$ cat src/rtl/wdt_trio_pkg.sv
package wdt_trio_pkg;
  localparam int NCH = 3;
  localparam int CW  = 16;
  localparam int AW  = 6;

  typedef enum logic [1:0] {
    REG_CNT  = 2'd0,
    REG_LIM  = 2'd1,
    REG_STAT = 2'd2,
    REG_NONE = 2'd3
  } reg_sel_e;

  localparam logic [1:0] MASK_BLK = 2'd3;
  localparam int ST_RUN = 0;
  localparam int ST_EXP = 1;
endpackage

$ cat src/rtl/wdt_presc.sv
module wdt_presc #(
  parameter int DIV = 4
) (
  input  logic clk_i,
  input  logic rst_ni,
  output logic tick_o
);
  generate
    if (DIV <= 1) begin : g_pass
      assign tick_o = 1'b1;
    end else begin : g_div
      localparam int PW = $clog2(DIV);
      localparam logic [PW-1:0] LAST = PW'(DIV - 1);
      logic [PW-1:0] cnt_q;
      always_ff @(posedge clk_i or negedge rst_ni) begin
        if (!rst_ni)             cnt_q <= '0;
        else if (cnt_q == LAST)  cnt_q <= '0;
        else                     cnt_q <= cnt_q + 1'b1;
      end
      assign tick_o = (cnt_q == LAST);
    end
  endgenerate
endmodule

$ cat src/rtl/wdt_chan.sv
module wdt_chan #(
  parameter int CW = 16
) (
  input  logic          clk_i,
  input  logic          rst_ni,
  input  logic          tick_i,
  input  logic          lim_wr_i,
  input  logic          cnt_rd_i,
  input  logic [CW-1:0] wdata_i,
  output logic [CW-1:0] cnt_o,
  output logic [CW-1:0] lim_o,
  output logic          run_o,
  output logic          exp_o,
  output logic          expire_o
);
  logic [CW-1:0] cnt_q, lim_q;
  logic          run_q, exp_q;

  // bus access wins over the tick
  assign expire_o = tick_i & run_q & (cnt_q < CW'(2)) & ~lim_wr_i & ~cnt_rd_i;

  always_ff @(posedge clk_i or negedge rst_ni) begin
    if (!rst_ni) begin
      cnt_q <= CW'(1);
      lim_q <= CW'(1);
      run_q <= 1'b0;
      exp_q <= 1'b0;
    end else if (lim_wr_i) begin
      cnt_q <= wdata_i;
      lim_q <= wdata_i;
      run_q <= 1'b1;
      exp_q <= 1'b0;
    end else if (cnt_rd_i) begin
      cnt_q <= lim_q;
    end else if (expire_o) begin
      cnt_q <= '0;
      run_q <= 1'b0;
      exp_q <= 1'b1;
    end else if (tick_i && run_q) begin
      cnt_q <= cnt_q - 1'b1;
    end
  end

  assign cnt_o = cnt_q;
  assign lim_o = lim_q;
  assign run_o = run_q;
  assign exp_o = exp_q;
endmodule

$ cat src/rtl/wdt_pulse.sv
module wdt_pulse #(
  parameter int LEN = 16
) (
  input  logic clk_i,
  input  logic rst_ni,
  input  logic trig_i,
  output logic pulse_o
);
  localparam int PW = $clog2(LEN + 1);
  logic [PW-1:0] left_q;

  always_ff @(posedge clk_i or negedge rst_ni) begin
    if (!rst_ni)              left_q <= '0;
    else if (trig_i)          left_q <= PW'(LEN);
    else if (left_q != '0)    left_q <= left_q - 1'b1;
  end

  assign pulse_o = (left_q != '0);
endmodule

$ cat src/rtl/wdt_trio.sv
module wdt_trio
  import wdt_trio_pkg::*;
#(
  parameter int CLK_HZ     = 50_000_000,
  parameter int TICK_HZ    = 10,
  parameter int RST_CYCLES = 16
) (
  input  logic          clk_i,
  input  logic          rst_ni,
  input  logic          req_i,
  input  logic          we_i,
  input  logic [AW-1:0] addr_i,
  input  logic [CW-1:0] wdata_i,
  output logic [CW-1:0] rdata_o,
  output logic          irq_o,
  output logic          cpu_rst_o,
  output logic          sys_rst_o
);
  localparam int DIV = CLK_HZ / TICK_HZ;

  logic                   tick;
  logic [1:0]             blk;
  reg_sel_e               rsel;
  logic [NCH-1:0]         lim_wr, cnt_rd, run_v, exp_v, expire_v;
  logic [NCH-1:0][CW-1:0] cnt_v, lim_v;
  logic [NCH-1:0]         mask_q;
  logic [NCH-1:0]         act_v;
  logic [CW-1:0]          rd_d;

  assign blk  = addr_i[5:4];
  assign rsel = reg_sel_e'(addr_i[3:2]);

  wdt_presc #(.DIV(DIV)) u_presc (
    .clk_i  (clk_i),
    .rst_ni (rst_ni),
    .tick_o (tick)
  );

  for (genvar i = 0; i < NCH; i++) begin : g_ch
    assign lim_wr[i] = req_i &  we_i & (blk == 2'(i)) & (rsel == REG_LIM);
    assign cnt_rd[i] = req_i & ~we_i & (blk == 2'(i)) & (rsel == REG_CNT);

    wdt_chan #(.CW(CW)) u_chan (
      .clk_i    (clk_i),
      .rst_ni   (rst_ni),
      .tick_i   (tick),
      .lim_wr_i (lim_wr[i]),
      .cnt_rd_i (cnt_rd[i]),
      .wdata_i  (wdata_i),
      .cnt_o    (cnt_v[i]),
      .lim_o    (lim_v[i]),
      .run_o    (run_v[i]),
      .exp_o    (exp_v[i]),
      .expire_o (expire_v[i])
    );
  end

  always_ff @(posedge clk_i or negedge rst_ni) begin
    if (!rst_ni)
      mask_q <= '0;
    else if (req_i && we_i && blk == MASK_BLK && rsel == REG_CNT)
      mask_q <= wdata_i[NCH-1:0];
  end

  always_comb begin
    rd_d = '0;
    if (req_i && !we_i) begin
      if (blk == MASK_BLK) begin
        if (rsel == REG_CNT) rd_d = CW'(mask_q);
      end else begin
        case (rsel)
          REG_CNT:  rd_d = cnt_v[blk];
          REG_LIM:  rd_d = lim_v[blk];
          REG_STAT: begin
            rd_d[ST_RUN] = run_v[blk];
            rd_d[ST_EXP] = exp_v[blk];
          end
          default:  rd_d = '0;
        endcase
      end
    end
  end

  always_ff @(posedge clk_i or negedge rst_ni) begin
    if (!rst_ni) rdata_o <= '0;
    else         rdata_o <= rd_d;
  end

  // channel 0: level; channels 1, 2: timed pulses
  assign act_v[0] = exp_v[0] & ~mask_q[0];
  for (genvar i = 1; i < NCH; i++) begin : g_rst
    wdt_pulse #(.LEN(RST_CYCLES)) u_pulse (
      .clk_i   (clk_i),
      .rst_ni  (rst_ni),
      .trig_i  (expire_v[i] & ~mask_q[i]),
      .pulse_o (act_v[i])
    );
  end

  assign irq_o     = act_v[0];
  assign cpu_rst_o = act_v[1];
  assign sys_rst_o = act_v[2];
endmodule

$ cat config.mk
export PLATFORM = sky130hd
export DESIGN_NAME = wdt_trio
export DESIGN_NICKNAME = d
export VERILOG_FILES = /design/src/rtl/wdt_trio_pkg.sv /design/src/rtl/wdt_presc.sv /design/src/rtl/wdt_chan.sv /design/src/rtl/wdt_pulse.sv /design/src/rtl/wdt_trio.sv
export SDC_FILE = /design/constraint.sdc
export NUM_CORES = 1
export LEC_CHECK = 0
export CORE_ASPECT_RATIO = 0.75
export CORE_MARGIN = 2
export CORE_UTILIZATION = 40
export DETAILED_ROUTE_END_ITERATION = 12
export PLACE_DENSITY_LB_ADDON = 0.05
export SETUP_SLACK_MARGIN = 0.02
export SYNTH_ARGS = -nofsm -noshare
export SYNTH_HDL_FRONTEND = slang
export SYNTH_SLANG_ARGS = --single-unit
$ cat constraint.sdc
create_clock -name clk_i -period 4.6 [get_ports clk_i]
set_input_delay 0.92 -clock clk_i [delete_from_list [all_inputs] [get_ports clk_i]]
set_output_delay 0.92 -clock clk_i [all_outputs]
set_load 0.005 [all_outputs]
* Word level (Yosys, flattened, before mapping)
Index checks and enable logic that the tools add are counted.
** Word-level totals
- Output and inout bits :: 19
- Logic and storage cells :: 146
- Input port bits :: 26
- Register bits :: 154
** Operators by class
- Reduce and logical (&&, ||, !) cells :: 23
- Eq/ne operators :: 9
- Add/sub/neg operators :: 6
- Bitwise logic cells :: 39
- $lt $le $gt $ge :: 4
- Muxes and demuxes :: 48
** Operator list (count)
- $mux W16 :: 16
- $bmux W16 S2 :: 2
- $lt A16 B2 Y1 const B :: 3
- $sub A16 B1 Y16 const B :: 3
- $and A1 B1 Y1 :: 29
- $pmux W14 S2 :: 1
- $add A23 B1 Y23 const B :: 1
- $eq A23 B23 Y1 const B :: 1
- $mux W23 :: 1
- $mux W1 :: 20
- $mux W5 :: 4
- $reduce_bool A4 Y1 :: 3
- $not A1 Y1 :: 10
- $reduce_bool A2 Y1 :: 5
- $reduce_bool A5 Y1 :: 2
- $sub A5 B1 Y5 const B :: 2
- $logic_and A1 B1 Y1 :: 7
- $eq A2 B2 Y1 const B :: 3
- $ne A2 B1 Y1 const B :: 3
- $pmux W2 S3 :: 1
- $reduce_and A2 Y1 :: 3
- $bmux W1 S2 :: 2
- $eq A2 B1 Y1 const B :: 2
- $logic_not A2 Y1 :: 2
- other kinds (3) :: 3

* Depth between registers and ports, before layout
Gate-level depths: netlist (run 1).
- Depth after elaboration :: 9
- Gate-level depth with buffers :: 9
- Gate-level depth less buffers :: 8

* Cells and area by module
A second synthesis (run 1) with hierarchy kept.
** Unflattened totals
- Cell total of the unflattened synthesis :: 862
- Area, all modules :: 8595.7 µm²
** By module, submodules not included
- wdt_chan :: seq. area each 853.3 µm², times used 3, area each 1759.2 µm², cells an instance 172
- wdt_trio :: seq. area each 475.5 µm², times used 1, area each 1635.3 µm², cells an instance 189
- wdt_presc :: seq. area each 575.6 µm², times used 1, area each 1159.9 µm², cells an instance 107
- wdt_pulse :: seq. area each 125.1 µm², times used 2, area each 261.5 µm², cells an instance 25

* Least setup slack after synthesis (run 1)
OpenSTA, ideal clock, no wires.
- Path type :: input to register
- Start point :: input addr_i[2]
- End point :: register g_ch[0].u_chan.cnt_q[13]
- Stages :: 7
- Arrival :: 2.317 ns
- Buffers on the path :: 2
- Setup slack :: 2.155 ns
- Cell sequence :: buf_2 > nand4b_1 > or3_1 > clkbuf_1 > mux2_2 > a2bb2oi_1 > o41ai_1
** Between the ends
- Word-level cells in the longest chain between the ends :: 8
- Elaborated cells between the ends (all ways) :: 12
** RTL lines
- from (decl) :: line wdt_trio.sv:12 : input logic [AW-1:0] addr_i,
- $eq A2 B1 Y1 :: line wdt_trio.sv:40 : assign lim_wr[i] = req_i & we_i & (blk == 2'(i)) & (rsel == REG_LIM);
- $and A1 B1 Y1 :: line wdt_trio.sv:40
- $not A1 Y1 :: line wdt_chan.sv:20 : assign expire_o = tick_i & run_q & (cnt_q < CW'(2)) & ~lim_wr_i & ~cnt_rd_i;
- $and A1 B1 Y1 (2 in a row) :: line wdt_chan.sv:20
- $mux W16 :: line wdt_chan.sv:35 : end else if (expire_o) begin
- $mux W16 :: line wdt_chan.sv:33 : end else if (cnt_rd_i) begin
- $mux W16 :: line wdt_chan.sv:28 : end else if (lim_wr_i) begin
- to (signal assigned) :: line wdt_chan.sv:29 : cnt_q <= wdata_i;
- to (signal assigned) :: line wdt_chan.sv:34 : cnt_q <= lim_q;
- to (signal assigned) :: line wdt_chan.sv:40 : cnt_q <= cnt_q - 1'b1;
- to (decl) :: line wdt_chan.sv:16 : logic [CW-1:0] cnt_q, lim_q;
Parallel ways exist; a longest one is shown, timed or not.
A chain may end at the register's enable or synchronous reset.

* Final worst setup path (run 1)
- Start point :: register g_rst[2].u_pulse.left_q[0]
- End point :: output sys_rst_o
** Between the ends
- Word-level cells in the longest chain between the ends :: 1
** RTL lines
- from (decl) :: line wdt_pulse.sv:10 : logic [PW-1:0] left_q;
- from (signal assigned) :: line wdt_pulse.sv:14 : else if (trig_i) left_q <= PW'(LEN);
- from (signal assigned) :: line wdt_pulse.sv:15 : else if (left_q != '0) left_q <= left_q - 1'b1;
- $reduce_bool A5 Y1 :: line wdt_pulse.sv:18 : assign pulse_o = (left_q != '0);
- to (decl) :: line wdt_trio.sv:17 : output logic sys_rst_o
No other way between the ends.

==> results of run 1 <==
[power groups by stage]
stage | sequential, mW | clock (mW) | combinational [mW]
2_1_floorplan | 1.77 | 0 | 0.579
5_1_grt | 1.89 | 1.51 | 0.897
4_1_cts | 1.85 | 1.45 | 0.806
3_5_place_dp | 1.87 | 0 | 0.803
6_report | 1.86 | 1.43 | 0.803
3_3_place_gp | 1.86 | 0 | 0.774
[area by class of cell]
cell class	instances	area share, %
Sequential cell	154	39.5
Clock inverter	13	1.46
Multi-Input combinational cell	652	44.7
Clock buffer	19	4.53
Inverter	17	0.653
Timing Repair Buffer	56	5.47
Tap cell	288	3.69
[worst reg2reg max path, delay by kind of cell (launching register included)]
family / cells / cell delay [ns]
AO/OA/AOI/OAI: 1 / 0.21
AND/OR/NAND/NOR: 4 / 2.37
flip-flops: 1 / 0.44
[flip-flops by register name, summed over array words and instances (netlist names)]
signal,cells
g_ch.u_chan.run_o,3
g_ch.u_chan.cnt_o,48
g_ch.u_chan.lim_o,48
mask_q,3
g_rst.u_pulse.left_q,10
rdata_o,16
u_presc.g_div.cnt_q,23
g_ch.u_chan.exp_o,3
[worst max path at each step]
stage	slack, ns	endpoint	depth (start not counted)	from
floorplan	2.16	g_ch[0].u_chan.cnt_o[13]	7	addr_i[2]
global placement	0.88	g_ch[0].u_chan.cnt_o[7]	6	addr_i[2]
detailed placement	0.86	g_ch[0].u_chan.cnt_o[7]	6	addr_i[3]
CTS	1.06	sys_rst_o	5	g_rst[2].u_pulse.left_q[0]
global route	0.78	sys_rst_o	5	g_rst[2].u_pulse.left_q[0]
finish	1.08	sys_rst_o	5	g_rst[2].u_pulse.left_q[0]
[placed cells by master, fill, tap and decap left out, drive strengths merged, types with 8 or more instances in the layout]
cell,netlist,layout
or3,8,8
nand2b,11,11
a22oi,21,21
clkdlybuf4s50,0,40
dfrtp,148,148
mux2,48,48
nor3,27,27
inv,17,20
a211oi,33,33
a21oi,68,68
nand2,59,59
o21ai,42,42
a31oi,10,10
ha,8,8
mux2i,35,35
clkbuf,34,19
nor4b,8,8
buf,17,16
nand3,36,36
xor2,8,8
nor4,14,14
nor2,88,88
o211ai,9,9
or4,12,12
xnor2,15,15
nand4,8,8
[kinds of logic after synthesis]
| logic type | count (synthesis) | share of synthesized area [%] |
|---|---|---|
| flip-flops | 154 | 45.2 |
| multiplexers | 83 | 10.4 |
| AND/OR/NAND/NOR | 309 | 19.7 |
| AO/OA/AOI/OAI | 229 | 17.4 |
| buffers and inverters | 68 | 3.68 |
| adder cells (fa/ha/maj) | 8 | 1.17 |
| XOR/XNOR | 23 | 2.36 |
[through the flow]
| stage | power, mW | cell area [µm²] | hold slack (ns) |
|---|---|---|---|
| final | 4.09 | 9770 | 0.507 |
| after global routing | 4.30 | 9770 | 0.548 |
| after CTS | 4.11 | 9770 | 0.510 |
| after detailed placement | 2.68 | 9190 | 0.499 |
| after global placement | 2.64 | 9190 | 0.472 |
| after floorplan | 2.35 | 8530 | 0.453 |
[per-layer routing]
metal	vias up	GRT usage, %
met5	-	0
met3	28	4.89
met2	244	35.8
met4	0	6.38
li1	3304	-
met1	3627	35.8
==> flow_summary.toml, run 1 <==
[synthesis]
ys_ff_latch = 154
synth_cells = 874
synth_edf_count = 0
netlist.area_leader.share_pct = 43.4
synth_nets = 908
ys_types = 78
synth_area_per_cell_um2 = 9.76
netlist_top_cells_count = "148 x dfrtp_1, 87 x nor2_1, 68 x a21oi_1"
yosysSeqAreaShare_pct = 45.2
synth.most_common_cell = "dfrtp_1"
synth_area_leader_cell = "dfrtp_1"
synthArstFlopShare_pct = 100
ys.warnings.count = 0
yosys-top-cells-area = "dfrtp_1 43%, mux2_2 6.3%, mux2i_1 4.1%, a21oi_1 4.0%, nor2_1 3.8%"
syn-cell-area_um2 = 8530
synth_flop_cell = "dfrtp_1"

[placed_design]
port_buffers = 42
dp_hpwl_mm = 19.2
place.gp.congestion = 0.888
pre_cts_slack_ns = 0.858
dp.cells = 1167

[sta]
worst_clock_skew_ns = 0.0106
rsz0062_at_grt = "false"
maxSlewHeadroom_pct = 24.8
hold_violations = 0
worst_pin_slew_ns = 1.11
period_share_pct = 76.5
fmax_mhz = 284
drv_slew = 0
final.setup.tns_ns = 0
setup_violations = 0
finalCriticalPeriod_ns = 3.52
fin_ws_ns = 1.08

[setup_path]
r2r_end = "g_ch[0].u_chan.cnt_o[15]"
critPathLaunchType = "flip-flop"
crit_fanout = 6
crit_path_end_kind = "primary output"
path_common_cell = "inv_1"
crit_path_max_incr_delay_ns = 0.90
arrival_ns = 2.60
crit_type = "flip-flop to primary output"
reg2regPathDepth = 5
crit_buf_inv = 3
path_cells = "inv_1 -> ha_1 -> nor4b_1 -> inv_1 -> clkdlybuf4s50_1"
r2r_start = "u_presc.g_div.cnt_q[17]"
critPathSlowestCell = "nor4b_1"
critical_path.top_delay_family = "simple AND/OR/NAND/NOR gates"
ff2ff_setup_slack_ns = 1.43
required_ns = 3.68

[pwr]
clockPowerShare_pct = 34.9
power.switching_mw = 1.32
seqPwrFrac_pct = 45.5
swShare_pct = 32.4
internal-power_mw = 2.76
power_density_nw_per_um2 = 418
vdd_drop_max_mv = 0.277
p_comb_share_pct = 19.6
p_leak_nw = 4.06

[floorplanning]
num_io_pins = 45
die_area_um2 = 22500
core_area_um2 = 21100
die_w_um = 173
rows = 46
start_util_pct = 40.5
chipHeight_um = 131

[min_path]
holdPathEnd = "u_presc.g_div.cnt_q[22]"
min_from = "u_presc.g_div.cnt_q[22]"
hp-class = "flip-flop to flip-flop"
worstHoldPathCells = 1

[flow_run]
cap_viol_max_count = 0

[drt]
wirelength_mm = 26.1
drt-initial-drc-count = 859
drc = 0
via_per_inst = 6.01
vias = 7203
routedWlPerCell_um = 21.7
wl_met2_mm = 11.3
antenna_left = 0
met1Wirelength_mm = 12.8
top_layer = "met4"
dr.pass1.iters = 8
wl_met3_mm = 1.59

[clock_tree]
post_cts_resized = 0
root_buffer = "clkbuf_16"
cts.sinks = 154
clk_pin_slew_worst_paths_ns = 0.07
htree_levels = 4
clock_latency_ns = 0.44
post_cts_buffers = 0
holdBufCountCts = 0
clk_path_buf_depth = 2
cts_buffers = 17
cts_tree = "built"

[grt]
grt_pass1_vias = 7065
grt_pass1_wl_mm = 41.5
grt_max_degree = 97
grt_use_total_pct = 24.1
antenna_found_initial = 0
grt-ovfl-total = 0

[layout]
drive_above_1_share_pct = 14.1
nNetsFinal = 932
final_cell_count_no_fill = 1199
antennaDiodeCount = 0
final_core_utilization_pct = 46.4
multiInputGateArea_um2 = 4370
nFillCells = 2051
syn2layout_area_growth_pct = 14.5
regArea_um2 = 3860

[outcome]
outcome = "finished, final reports clean"
No activity file was read; power rests on OpenSTA's default activity.
==> run 2, diff against run 1 <==
==> constraint.sdc (replaced) <==
create_clock -name clk_i -period 3 [get_ports clk_i]
set_input_delay 0.6 -clock clk_i [delete_from_list [all_inputs] [get_ports clk_i]]
set_output_delay 0.6 -clock clk_i [all_outputs]
set_load 0.005 [all_outputs]
==> flow_summary.toml, run 2 (synthesis gave the netlist of run 1 again) <==
[setup_path]
crit_fanout = 7
arrival_ns = 3.08
required_ns = 3.31
path_cells = "nor4b_1 -> and3_1 -> nand4_1 -> nor2_1 -> nand3_1 -> o41ai_1"
crit_path_max_incr_delay_ns = 0.54
critPathLaunchType = "flip-flop"
crit_type = "flip-flop to flip-flop"
critPathSlowestCell = "nor2_1"
crit_path_end_kind = "flip-flop"

[grt]
grt-ovfl-total = 0
grt_pass1_wl_mm = 41.2
grt_max_degree = 71
antenna_found_initial = 0
grt_pass1_vias = 6943
grt_use_total_pct = 23.9

[layout]
final_cell_mix = "148 x dfrtp_1, 85 x nor2_1, 68 x a21oi_1, 59 x nand2_1, 48 x mux2_2"
antennaDiodeCount = 0
drive_above_1_share_pct = 16.3
final_common_cell = "dfrtp_1"
syn2layout_area_growth_pct = 18.2
nNetsFinal = 958

[floorplanning]
die_w_um = 173
num_io_pins = 45
die_area_um2 = 22500
rows = 46
start_util_pct = 40.5
chipHeight_um = 131
core_area_um2 = 21100

[drt]
dr.pass1.iters = 6
wirelength_mm = 26.4
routedWlPerCell_um = 21.6
vias = 7200
via_per_inst = 5.88
antenna_left = 0
drt-initial-drc-count = 817
drc = 0

[clock_tree]
holdBufCountCts = 0
clock_latency_ns = 0.43
htree_levels = 4
root_buffer = "clkbuf_16"
cts_buffers = 17
post_cts_resized = 0
cts_tree = "built"
post_cts_buffers = 0
clk_pin_slew_worst_paths_ns = 0.07
cts.sinks = 154
clk_path_buf_depth = 2

[placed_design]
place.gp.congestion = 0.920
dp_hpwl_mm = 19.6
pre_cts_slack_ns = 0.192
port_buffers = 42

[sta]
rsz0062_at_grt = "false"
fin_ws_ns = 0.234
drv_slew = 0
fmax_mhz = 362
setup_violations = 0
final.setup.tns_ns = 0
maxSlewHeadroom_pct = 51.6
finalCriticalPeriod_ns = 2.77
worst_clock_skew_ns = 0.00984
worst_pin_slew_ns = 0.726
hold_violations = 0
period_share_pct = 92.2

[flow_run]
cap_viol_max_count = 0

[pwr]
p_leak_nw = 4.23
vdd_drop_max_mv = 0.404
power_density_nw_per_um2 = 645

[min_path]
hp-class = "input port to async pin"

[outcome]
outcome = "finished, final reports clean"
run 2: cell count changes in the layout (fill, tap and decap cells not counted), sizes merged:
cell      previous run  this run
clkinv               6         7
clkinvlp             2         0
clkbuf              19        20
buf                 16        42
inv                 20        17
bufinv               2         5
run 2: path summary, 6_finish.rpt:
kind / endpoint / cells after the start / startpoint / slack (ns)
worst max-delay path: g_ch[0].u_chan.cnt_o[13] / 6 / u_presc.g_div.cnt_q[6] / 0.23
worst max register to register: g_ch[0].u_chan.cnt_o[13] / 6 / u_presc.g_div.cnt_q[6] / 0.23
worst min register to register: u_presc.g_div.cnt_q[4] / 1 / u_presc.g_div.cnt_q[4] / 0.49
max in group asynchronous: u_presc.g_div.cnt_q[2] / 2 / rst_ni / 1.98
min in group clk_i: u_presc.g_div.cnt_q[4] / 1 / u_presc.g_div.cnt_q[4] / 0.49
worst min-delay path: g_rst[2].u_pulse.left_q[3] / 1 / rst_ni / 0.20
run 2: critical path, delay by kind of cell (launching register included):
| family | cells | cell delay, ns |
|---|---|---|
| AO/OA/AOI/OAI | 1 | 0.28 |
| flip-flops | 1 | 0.46 |
| AND/OR/NAND/NOR | 5 | 1.91 |
run 2: layout make-up:
| cell class | count | area, µm² |
|---|---|---|
| fillers | 1970 | 11000 |
| multi-input cells | 652 | 4370 |
| flip-flops and latches | 154 | 3860 |
| repair buffers | 82 | 792 |
| clock buffers | 20 | 447 |
| well taps | 288 | 360 |
| clock inverters | 12 | 196 |
| inverters | 17 | 63.8 |
run 2: routing by layer:
layer	wire (µm)	share of wire, %	GRT usage [%]
met1	13300	50	36.4
met2	11000	42	34.7
met3	1710	6.5	4.60
met4	454	1.7	6.58
met5	0	0	0
run 2: report_power, final:
group          internal [mW]  switching (mW)
registers               2.43           0.412
logic                  0.584           0.699
clock network           1.50           0.881
run 2: per-stage QoR:
step	hold slack, ns	area (µm²)	total power [mW]	std cells	util, %
global route	0.258	10100	6.82	1225	47.9
finish	0.202	10100	6.50	1225	47.9
CTS	0.227	10100	6.53	1225	47.9
global placement	0.471	9440	4.09	1193	44.8
detailed placement	0.483	9440	4.14	1193	44.8
floorplan	0.304	8530	3.61	874	-
